### src/rtl/tone_ctl_i2c_regs.sv
module tone_ctl_i2c_regs #(
  parameter logic [6:0] DEV_ADDR   = 7'h40,
  parameter int         FILT       = 3,
  parameter logic [7:0] ATT_RST    = 8'h7F,
  parameter logic [7:0] MODE_RST   = 8'h6E,
  parameter logic [7:0] PHASE_RST  = 8'h00,
  parameter logic [7:0] BASS_RST   = 8'h0F,
  parameter logic [7:0] TREBLE_RST = 8'h7E,
  parameter logic [7:0] SPK_RST    = 8'h78,
  parameter logic [7:0] SRC_RST    = 8'h00
) (
  input  logic       clk,
  input  logic       rst_n,
  input  logic       scl_i,
  input  logic       sda_i,
  output logic       sda_pull_n,
  output logic       upd_stb,
  output logic [3:0] upd_idx,
  output logic [7:0] att_q,
  output logic [7:0] mode_q,
  output logic [7:0] phase_q,
  output logic [7:0] bass_q,
  output logic [7:0] treble_q,
  output logic [7:0] spk_l_q,
  output logic [7:0] spk_r_q,
  output logic [7:0] src_q
);
  localparam int NREG = 10;
  localparam logic [7:0] ADDR_W = {DEV_ADDR, 1'b0};

  typedef enum logic [1:0] {ST_IDLE, ST_RX, ST_ACK} st_t;
  typedef enum logic [1:0] {K_ADDR, K_SUB, K_DATA} kind_t;

  function automatic logic [7:0] dflt(input int i);
    case (i)
      0: return ATT_RST;
      1: return MODE_RST;
      2: return PHASE_RST;
      3: return BASS_RST;
      4: return TREBLE_RST;
      5: return SPK_RST;
      6: return SPK_RST;
      9: return SRC_RST;
      default: return 8'h00;
    endcase
  endfunction

  logic [1:0] s1, s2, filt, filt_d;
  logic [FILT-1:0] h_scl, h_sda;

  always_ff @(posedge clk or negedge rst_n) begin
    if (!rst_n) begin
      s1 <= 2'b11; s2 <= 2'b11;
      h_scl <= '1; h_sda <= '1;
      filt <= 2'b11; filt_d <= 2'b11;
    end else begin
      s1 <= {sda_i, scl_i};
      s2 <= s1;
      h_scl <= {h_scl[FILT-2:0], s2[0]};
      h_sda <= {h_sda[FILT-2:0], s2[1]};
      if (&h_scl) filt[0] <= 1'b1; else if (~|h_scl) filt[0] <= 1'b0;
      if (&h_sda) filt[1] <= 1'b1; else if (~|h_sda) filt[1] <= 1'b0;
      filt_d <= filt;
    end
  end

  wire scl_rise = filt[0] & ~filt_d[0];
  wire scl_fall = ~filt[0] & filt_d[0];
  wire scl_held = filt[0] & filt_d[0];
  wire start_c  = scl_held & filt_d[1] & ~filt[1];
  wire stop_c   = scl_held & ~filt_d[1] & filt[1];

  st_t        st;
  kind_t      kind;
  logic [3:0] cnt, ptr;
  logic [7:0] sh;
  logic       auto_inc, pull;
  logic [7:0] bank [NREG];

  wire wr_ok = (int'(ptr) < NREG) && (ptr != 4'd7) && (ptr != 4'd8);

  always_ff @(posedge clk or negedge rst_n) begin
    if (!rst_n) begin
      st <= ST_IDLE; kind <= K_ADDR;
      cnt <= '0; ptr <= '0; sh <= '0;
      auto_inc <= 1'b0; pull <= 1'b0;
      upd_stb <= 1'b0; upd_idx <= '0;
      for (int i = 0; i < NREG; i++) bank[i] <= dflt(i);
    end else begin
      upd_stb <= 1'b0;
      if (start_c) begin
        st <= ST_RX; kind <= K_ADDR; cnt <= '0; pull <= 1'b0;
      end else if (stop_c) begin
        st <= ST_IDLE; pull <= 1'b0;
      end else begin
        case (st)
          ST_RX: begin
            if (scl_rise && cnt != 4'd8) begin
              sh  <= {sh[6:0], filt[1]};
              cnt <= cnt + 4'd1;
            end else if (scl_fall && cnt == 4'd8) begin
              if (kind == K_ADDR && sh != ADDR_W) begin
                st <= ST_IDLE;
              end else begin
                st   <= ST_ACK;
                pull <= 1'b1;
                if (kind == K_SUB) begin
                  ptr      <= sh[3:0];
                  auto_inc <= sh[7];
                end
              end
            end
          end
          ST_ACK: begin
            if (scl_rise && kind == K_DATA) begin
              if (wr_ok) begin
                bank[ptr] <= sh;
                upd_stb   <= 1'b1;
                upd_idx   <= ptr;
              end
              if (auto_inc) ptr <= ptr + 4'd1;
            end else if (scl_fall) begin
              pull <= 1'b0;
              st   <= ST_RX;
              cnt  <= '0;
              kind <= (kind == K_ADDR) ? K_SUB : K_DATA;
            end
          end
          default: st <= ST_IDLE;
        endcase
      end
    end
  end

  assign sda_pull_n = ~pull;
  assign att_q    = bank[0];
  assign mode_q   = bank[1];
  assign phase_q  = bank[2];
  assign bass_q   = bank[3];
  assign treble_q = bank[4];
  assign spk_l_q  = bank[5];
  assign spk_r_q  = bank[6];
  assign src_q    = bank[9];
endmodule

### config.mk
export PLATFORM = sky130hd
export DESIGN_NAME = tone_ctl_i2c_regs
export DESIGN_NICKNAME = d
export VERILOG_FILES = /design/src/rtl/tone_ctl_i2c_regs.sv
export SDC_FILE = /design/constraint.sdc
export NUM_CORES = 1
export LEC_CHECK = 0
export BUFFER_PORTS_ARGS = -buffer_cell sky130_fd_sc_hd__buf_2
export CAP_MARGIN = 20
export CORE_ASPECT_RATIO = 0.7
export CORE_MARGIN = 1
export CORE_UTILIZATION = 56
export CTS_BUF_LIST = sky130_fd_sc_hd__clkbuf_16
export DETAILED_ROUTE_END_ITERATION = 6
export HOLD_SLACK_MARGIN = 0.06
export PLACE_DENSITY = 0.86
export SLEW_MARGIN = 20
export SYNTH_ARGS = -nofsm -noshare
export SYNTH_HDL_FRONTEND = slang
export SYNTH_SLANG_ARGS = --single-unit
### constraint.sdc
create_clock -name clk -period 2.74 [get_ports clk]
set_input_delay 0.137 -clock clk [delete_from_list [all_inputs] [get_ports clk]]
set_output_delay 0.137 -clock clk [all_outputs]
set_load 0.01 [all_outputs]
==> flow_summary_export.csv, run 1 <==
group,metric,value,unit
global_route,grt_pass1_vias,2954,
logic_synthesis,synthFlopType,"dfrtp_1",
pwr,p_leak,2.619,nW
worst_setup_path,path_class,"flip-flop to flip-flop",
run_status,status,"finished clean",
clocking,post-cts-setup-buffer-count,0,
clocking,clock_latency,0.35,ns
logic_synthesis,synth_seq_area_share,59.10,%
timing,period_minus_slack,2.154,ns
worst_setup_path,slowest_stage,"dfrtp_1",
floorplan,core,0.007871,sq mm
worst_setup_path,ff2ff_path_depth,6,
clocking,cts_buffers,9,
drt,firstDrtPassIters,4,
pwr,max-vdd-ir-drop,0.0006177,V
global_route,antenna_found_initial,0,
floorplan,die_y,77.33,um
logic_synthesis,ys_types,51,
clocking,cts-root-buf,"clkbuf_16",
logic_synthesis,ys_ff_latch,105,
worst_setup_path,rr_endpoint,"src_q[2]",
drt,drt_iter0_markers,149,
layout,diodes,0,
worst_setup_path,critPathMaxFanout,8,
timing,final.setup.tns,0,ns
logic_synthesis,syn_area,0.004539,sq mm
timing,fin_skew,0.008536,ns
global_route,grt-ovfl-total,0,
floorplan,start_util,57.67,%
layout,layout-drive-gt1-share,54.39,%
timing,relSlewSlack,58.47,%
worst_setup_path,r2r_slack,0.59,ns
worst_setup_path,max_stage_delay,0.39,ns
layout,fill_cells,571,
layout,regArea,0.002683,sq mm
logic_synthesis,synth.top_cell.area_share,33.63,%
timing,holdWs,0.3381,ns
global_route,grt_pass1_wl,15410,um
clocking,clk_path_buf_depth,2,
clocking,cts_tree,"done",
drt,routed-via-count,2944,
worst_setup_path,start_kind,"flip-flop",
logic_synthesis,synth_edf_count,0,
drt,drc,0,
logic_synthesis,postSynthAreaPerCell,13.63,sq um
placement,place_congestion,0.8290,
logic_synthesis,synthCells,333,
layout,multi_input_area,0.001737,sq mm
layout,nets,417,
logic_synthesis,yosysWarningCount,0,
pwr,p_per_area,646.6,mW/mm^2
drt,wl_per_cell,18.48,um
logic_synthesis,synth_top_area_cell,"dfrtp_1",
worst_setup_path,crit_required,2.97,ns
timing,maxSlewViolCount,0,
clocking,cts.sinks,105,
run,maxCapViolCount,0,
timing,fmax,0.4643,GHz
clocking,cts.clk_slew.worst_paths,0.07,ns
logic_synthesis,synth_most_common_cell,"mux2_2",
timing,hold_violations,0,
clocking,cts_htree_levels,3,
layout,utilization,67.14,%
timing,rsz0062_at_grt,"false",
floorplan,die_w,109.6,um
logic_synthesis,synthTopCellsByArea,"dfrtp_1 34%, dfstp_2 25%, mux2_2 18%",
hold_path,worstHoldPathType,"input pin to async pin",
layout,area_growth,16.43,%
placement,numPortBuffers,73,
logic_synthesis,synth_common_cells,"74 x mux2_2, 61 x dfrtp_1, 44 x dfstp_2",
layout,fin_area,0.005285,sq mm
timing,worst_pin_slew,0.6230,ns
timing,final-setup-viol-count,0,
drt,ant_nets,0,
global_route,grt_start_max_net_pins,52,
logic_synthesis,synth_fp_nets,345,
global_route,gr-usage-all-layers,24.55,%
floorplan,io_pins,74,
placement,dpl_cell_area,0.004985,sq mm
floorplan,fp.dieArea,0.008476,sq mm
worst_setup_path,endpoint_kind,"flip-flop",
timing,min_period_over_period,78.60,%
worst_setup_path,timing.rr.start,"st[0]",
worst_setup_path,path_cells,"inv_1, ha_1, clkinv_1, nor3_2, nand4_2, mux2_2",
floorplan,fp-row-count,27,
worst_setup_path,worstPathArrival,2.39,ns
drt,vias_per_cell,5.761,
placement,dp_hpwl,6442,um
drt,wl,9445,um
logic_synthesis,synthArstFlopShare,100.0,%
[stage by stage]
stage                     instances  power, mW  setup WS [ns]
after floorplan                 333      2.088         0.8368
after global placement          492      2.216         0.7156
after detailed placement        492      2.253         0.6386
after CTS                       511      3.441         0.5821
after global routing            511      3.563         0.4376
final                           511      3.417         0.5863
[worst max-delay path by stage]
| stage | startpoint | endpoint | slack (ns) |
|---|---|---|---|
| final | st[0] | src_q[2] | 0.59 |
| after global routing | st[0] | src_q[1] | 0.44 |
| after CTS | st[0] | src_q[2] | 0.58 |
| after detailed placement | st[0] | src_q[2] | 0.64 |
| after global placement | st[0] | spk_r_q[7] | 0.72 |
| after floorplan | st[0] | spk_r_q[0] | 0.84 |
[flip-flops by register name, summed over array words and instances (netlist names), 4 cells and up]
signal	cells
src_q	8
ptr	4
mode_q	8
spk_l_q	8
spk_r_q	8
treble_q	8
cnt	4
att_q	8
bass_q	8
phase_q	8
sh	8
upd_idx	4
[cells by family (layout without fill, tap and decap cells)]
group,Yosys count,after routing,share of synthesized area [%]
mux,79,79,19.51
flops,105,105,59.10
compound gates,40,40,5.844
fa+ha+maj,8,8,2.205
xor+xnor,1,1,0.1930
buf+inv,31,108,2.646
simple gates,69,69,10.50
[worst max-delay path: cells and delay by family (launching register included)]
kind / cells / cell delay [ns]
flip-flops: 1 / 0.39
buffers and inverters: 2 / 0.37
AND/OR/NAND/NOR: 2 / 0.72
multiplexers: 1 / 0.39
adder cells (fa/ha/maj): 1 / 0.16
[power by group]
part           internal, mW  leakage [nW]  switching (mW)
logic                 0.172          1.19           0.226
clock network         0.614         0.131           0.562
registers              1.65          1.29           0.196
total                  2.43          2.62           0.983
[layer usage]
layer  global-route usage (%)  wire, um
met3                    7.398       601
met4                    6.000        99
met1                    34.72      4263
met5                        0         0
met2                    37.17      4481
[layout make-up]
class | count | share of cell area, %
Timing Repair Buffer | 79 | 7.955
Clock buffer | 9 | 4.261
Multi-Input combinational cell | 197 | 32.86
Tap cell | 101 | 2.391
Inverter | 13 | 0.9233
Sequential cell | 105 | 50.76
Clock inverter | 7 | 0.8523
[timing repair]
item | in CTS | in global routing
gates resized for setup | 0 | 0
endpoints found under the setup margin | 0 | 0
hold buffers | 3 | 0
endpoints found under the hold margin | 40 | 0
[placed cells by master, fill, tap and decap left out, types with 4 or more instances in the layout]
master / instances
mux2_2: 74
buf_2: 72
dfrtp_1: 61
dfstp_2: 44
o21ai_0: 15
inv_1: 13
nand2_1: 10
nor2_1: 10
clkbuf_16: 9
ha_1: 8
nand3b_1: 6
a21oi_1: 5
nor2b_1: 5
nand2b_1: 5
nand3_1: 5
nand2_2: 5
nor4_1: 4
buf_4: 4
(Power assumes the default switching activity.)
==> run 2: changes to the inputs <==
--- a/config.mk
+++ b/config.mk
@@ -9,11 +9,11 @@
 export CAP_MARGIN = 20
 export CORE_ASPECT_RATIO = 0.7
 export CORE_MARGIN = 1
-export CORE_UTILIZATION = 56
+export CORE_UTILIZATION = 51
 export CTS_BUF_LIST = sky130_fd_sc_hd__clkbuf_16
 export DETAILED_ROUTE_END_ITERATION = 6
 export HOLD_SLACK_MARGIN = 0.06
-export PLACE_DENSITY = 0.86
+export PLACE_DENSITY = 0.83
 export SLEW_MARGIN = 20
 export SYNTH_ARGS = -nofsm -noshare
 export SYNTH_HDL_FRONTEND = slang
==> constraint.sdc (replaced) <==
create_clock -name clk -period 1.8 [get_ports clk]
set_input_delay 0.09 -clock clk [delete_from_list [all_inputs] [get_ports clk]]
set_output_delay 0.09 -clock clk [all_outputs]
set_load 0.01 [all_outputs]
==> run 2 against run 1 <==
Net effect:
- the run now ends with negative setup slack left
- clock skew decreased by 0.0027 ns
- flip-flop and latch count stayed put
- combinational power grew to 2.9 times the previous value
- maximum frequency is 13% higher
- power increased by 73%
- cell count grew 14%
- count of clock-buffer cells in the layout unchanged
- non-clock buffer count increased by 53
- cell area is 13% higher
- clock power up 80%
- critical endpoint is now mode_q[7]
==> flow_summary_export.csv, run 2 (synthesis gave the netlist of run 1 again) <==
group,metric,value,unit
run_status,status,"complete, but fails checks",
run_status,violations,"negative setup slack",
layout,multi_input_area,0.001884,sq mm
global_route,grt_busiest_layer,"met2",
floorplan,start_util,53.10,%
drt,vias_per_cell,5.664,
clocking,clock_latency,0.35,ns
clocking,cts.sinks,105,
layout,nets,470,
floorplan,die_w,114.8,um
timing,setup_slack,-0.1029,ns
clocking,clk_path_buf_depth,2,
global_route,gr-usage-met3,6.642,%
drt,firstDrtPassIters,5,
global_route,antenna_found_initial,0,
worst_setup_path,worstPathArrival,2.14,ns
global_route,grtUsageMet1,31.63,%
layout,layout_common_cells,"72 x buf_2, 70 x mux2_2, 60 x dfrtp_1",
timing,final-setup-viol-count,37,
layout,layout-drive-gt1-share,63.93,%
worst_setup_path,max_stage_delay,0.57,ns
layout,area_growth,31.31,%
layout,stdcell_count,583,
worst_setup_path,endpoint_kind,"flip-flop",
layout,fill_cells,586,
clocking,cts.clk_slew.worst_paths,0.07,ns
timing,period_minus_slack,1.903,ns
clocking,cts_tree,"done",
drt,drt_iter0_markers,190,
layout,diodes,0,
timing,rsz0062_at_grt,"true",
clocking,cts_htree_levels,3,
drt,wl,11440,um
drt,wl_per_cell,19.63,um
global_route,grt_start_max_net_pins,41,
floorplan,core,0.008548,sq mm
placement,numPortBuffers,73,
worst_setup_path,start_kind,"flip-flop",
timing,fin_skew,0.005882,ns
placement,place_congestion,0.8686,
worst_setup_path,critPathMaxFanout,8,
worst_setup_path,crit_required,2.04,ns
timing,worst_pin_slew,0.4136,ns
global_route,gr-usage-met2,37.70,%
timing,maxSlewViolCount,0,
global_route,grt_pass1_vias,3182,
drt,ant_nets,0,
clocking,cts-root-buf,"clkbuf_16",
layout,final_common_cell,"buf_2",
placement,place_inst,549,
clocking,cts_buffers,9,
layout,utilization,69.73,%
floorplan,fp.dieArea,0.009288,sq mm
hold_path,worstHoldPathType,"input pin to async pin",
pwr,max-vdd-ir-drop,0.0007325,V
global_route,grt-ovfl-total,0,
global_route,grt_pass1_wl,16490,um
placement,dp_hpwl,7248,um
floorplan,io_pins,74,
worst_setup_path,path_cells,"nand4bb_4, buf_4, nor4_4, buf_6, nand2_4, mux2_4",
run,maxCapViolCount,0,
timing,relSlewSlack,72.04,%
layout,regArea,0.002684,sq mm
worst_setup_path,slowest_stage,"dfstp_2",
pwr,p_per_area,991.8,mW/mm^2
timing,min_period_over_period,105.7,%
drt,routed-via-count,3302,
floorplan,fp-row-count,28,
global_route,gr-usage-all-layers,24.01,%
timing,hold_violations,0,
worst_setup_path,path_class,"flip-flop to flip-flop",
floorplan,die_y,80.94,um
timing,fmax,0.5255,GHz
pwr,p_total,5.912,mW
pwr,p_leak,3.026,nW
drt,drc,0,
run 2: cell types whose count changed in the layout (fill, tap and decap cells not counted), moves of 3 or more:
cell and change:
buf_4 +42, inv_2 +3, nand2_2 -5, clkinv_4 +3
ha_2 +3, ha_1 -5, inv_1 -3, nand2_4 +4
mux2_4 +6, mux2_2 -4, buf_6 +9
run 2: layer usage:
| metal | vias to the layer above | wire length (um) |
|---|---|---|
| li1 | 1452 | - |
| met1 | 1675 | 4744 |
| met2 | 150 | 5534 |
| met3 | 25 | 884 |
| met4 | 0 | 279 |
| met5 | - | 0 |
run 2: path summary, 6_finish.rpt:
| kind | start | endpoint | slack [ns] | cells after the start |
|---|---|---|---|---|
| max in group asynchronous | rst_n | spk_r_q[3] | 0.91 | 3 |
| min in group clk | s2[0] | h_scl[0] | 0.35 | 0 |
| hold / removal | rst_n | phase_q[5] | 0.22 | 2 |
| setup / recovery | filt[0] | mode_q[7] | -0.10 | 6 |
| setup reg to reg | filt[0] | mode_q[7] | -0.10 | 6 |
| hold reg to reg | s2[0] | h_scl[0] | 0.35 | 0 |
run 2: report_power, final:
part / switching, mW / total [mW] / internal (mW)
clock network: 0.887 / 2.12 / 1.23
logic: 0.654 / 1.15 / 0.491
registers: 0.134 / 2.65 / 2.51
run 2: what timing repair did:
| item | in CTS | in global routing |
|---|---|---|
| hold buffers | 3 | 0 |
| endpoints found under the setup margin | 42 | 72 |
| pin swaps | 5 | 7 |
| endpoints found under the hold margin | 49 | 0 |
| gates resized for setup | 12 | 33 |
| setup buffers | 3 | 12 |
run 2: final cells by class:
class,instances,share of cell area (%)
Tap cell,120,2.519
Multi-Input combinational cell,197,31.61
Sequential cell,105,45.03
Inverter,13,0.9026
Clock inverter,7,1.700
Clock buffer,9,3.778
Timing Repair Buffer,132,14.46
run 2: through the flow:
stage	hold slack (ns)	setup TNS (ns)	worst slack, ns	instance area (sq um)
after floorplan	-0.2056	0	0.01485	4541
after global placement	0.05256	-0.01542	-0.01542	5308
after detailed placement	0.05852	-0.4927	-0.08900	5308
after CTS	0.2228	-0.003175	-0.002415	5725
after global routing	0.2604	-4.133	-0.1569	5961
final	0.2221	-1.125	-0.1029	5961
run 2: worst max-delay path: cells and delay by family, from the launching register on:
family                 cells  cell delay, ns
multiplexers               1            0.32
flip-flops                 1            0.57
AND/OR/NAND/NOR            3            0.50
buffers and inverters      2            0.39
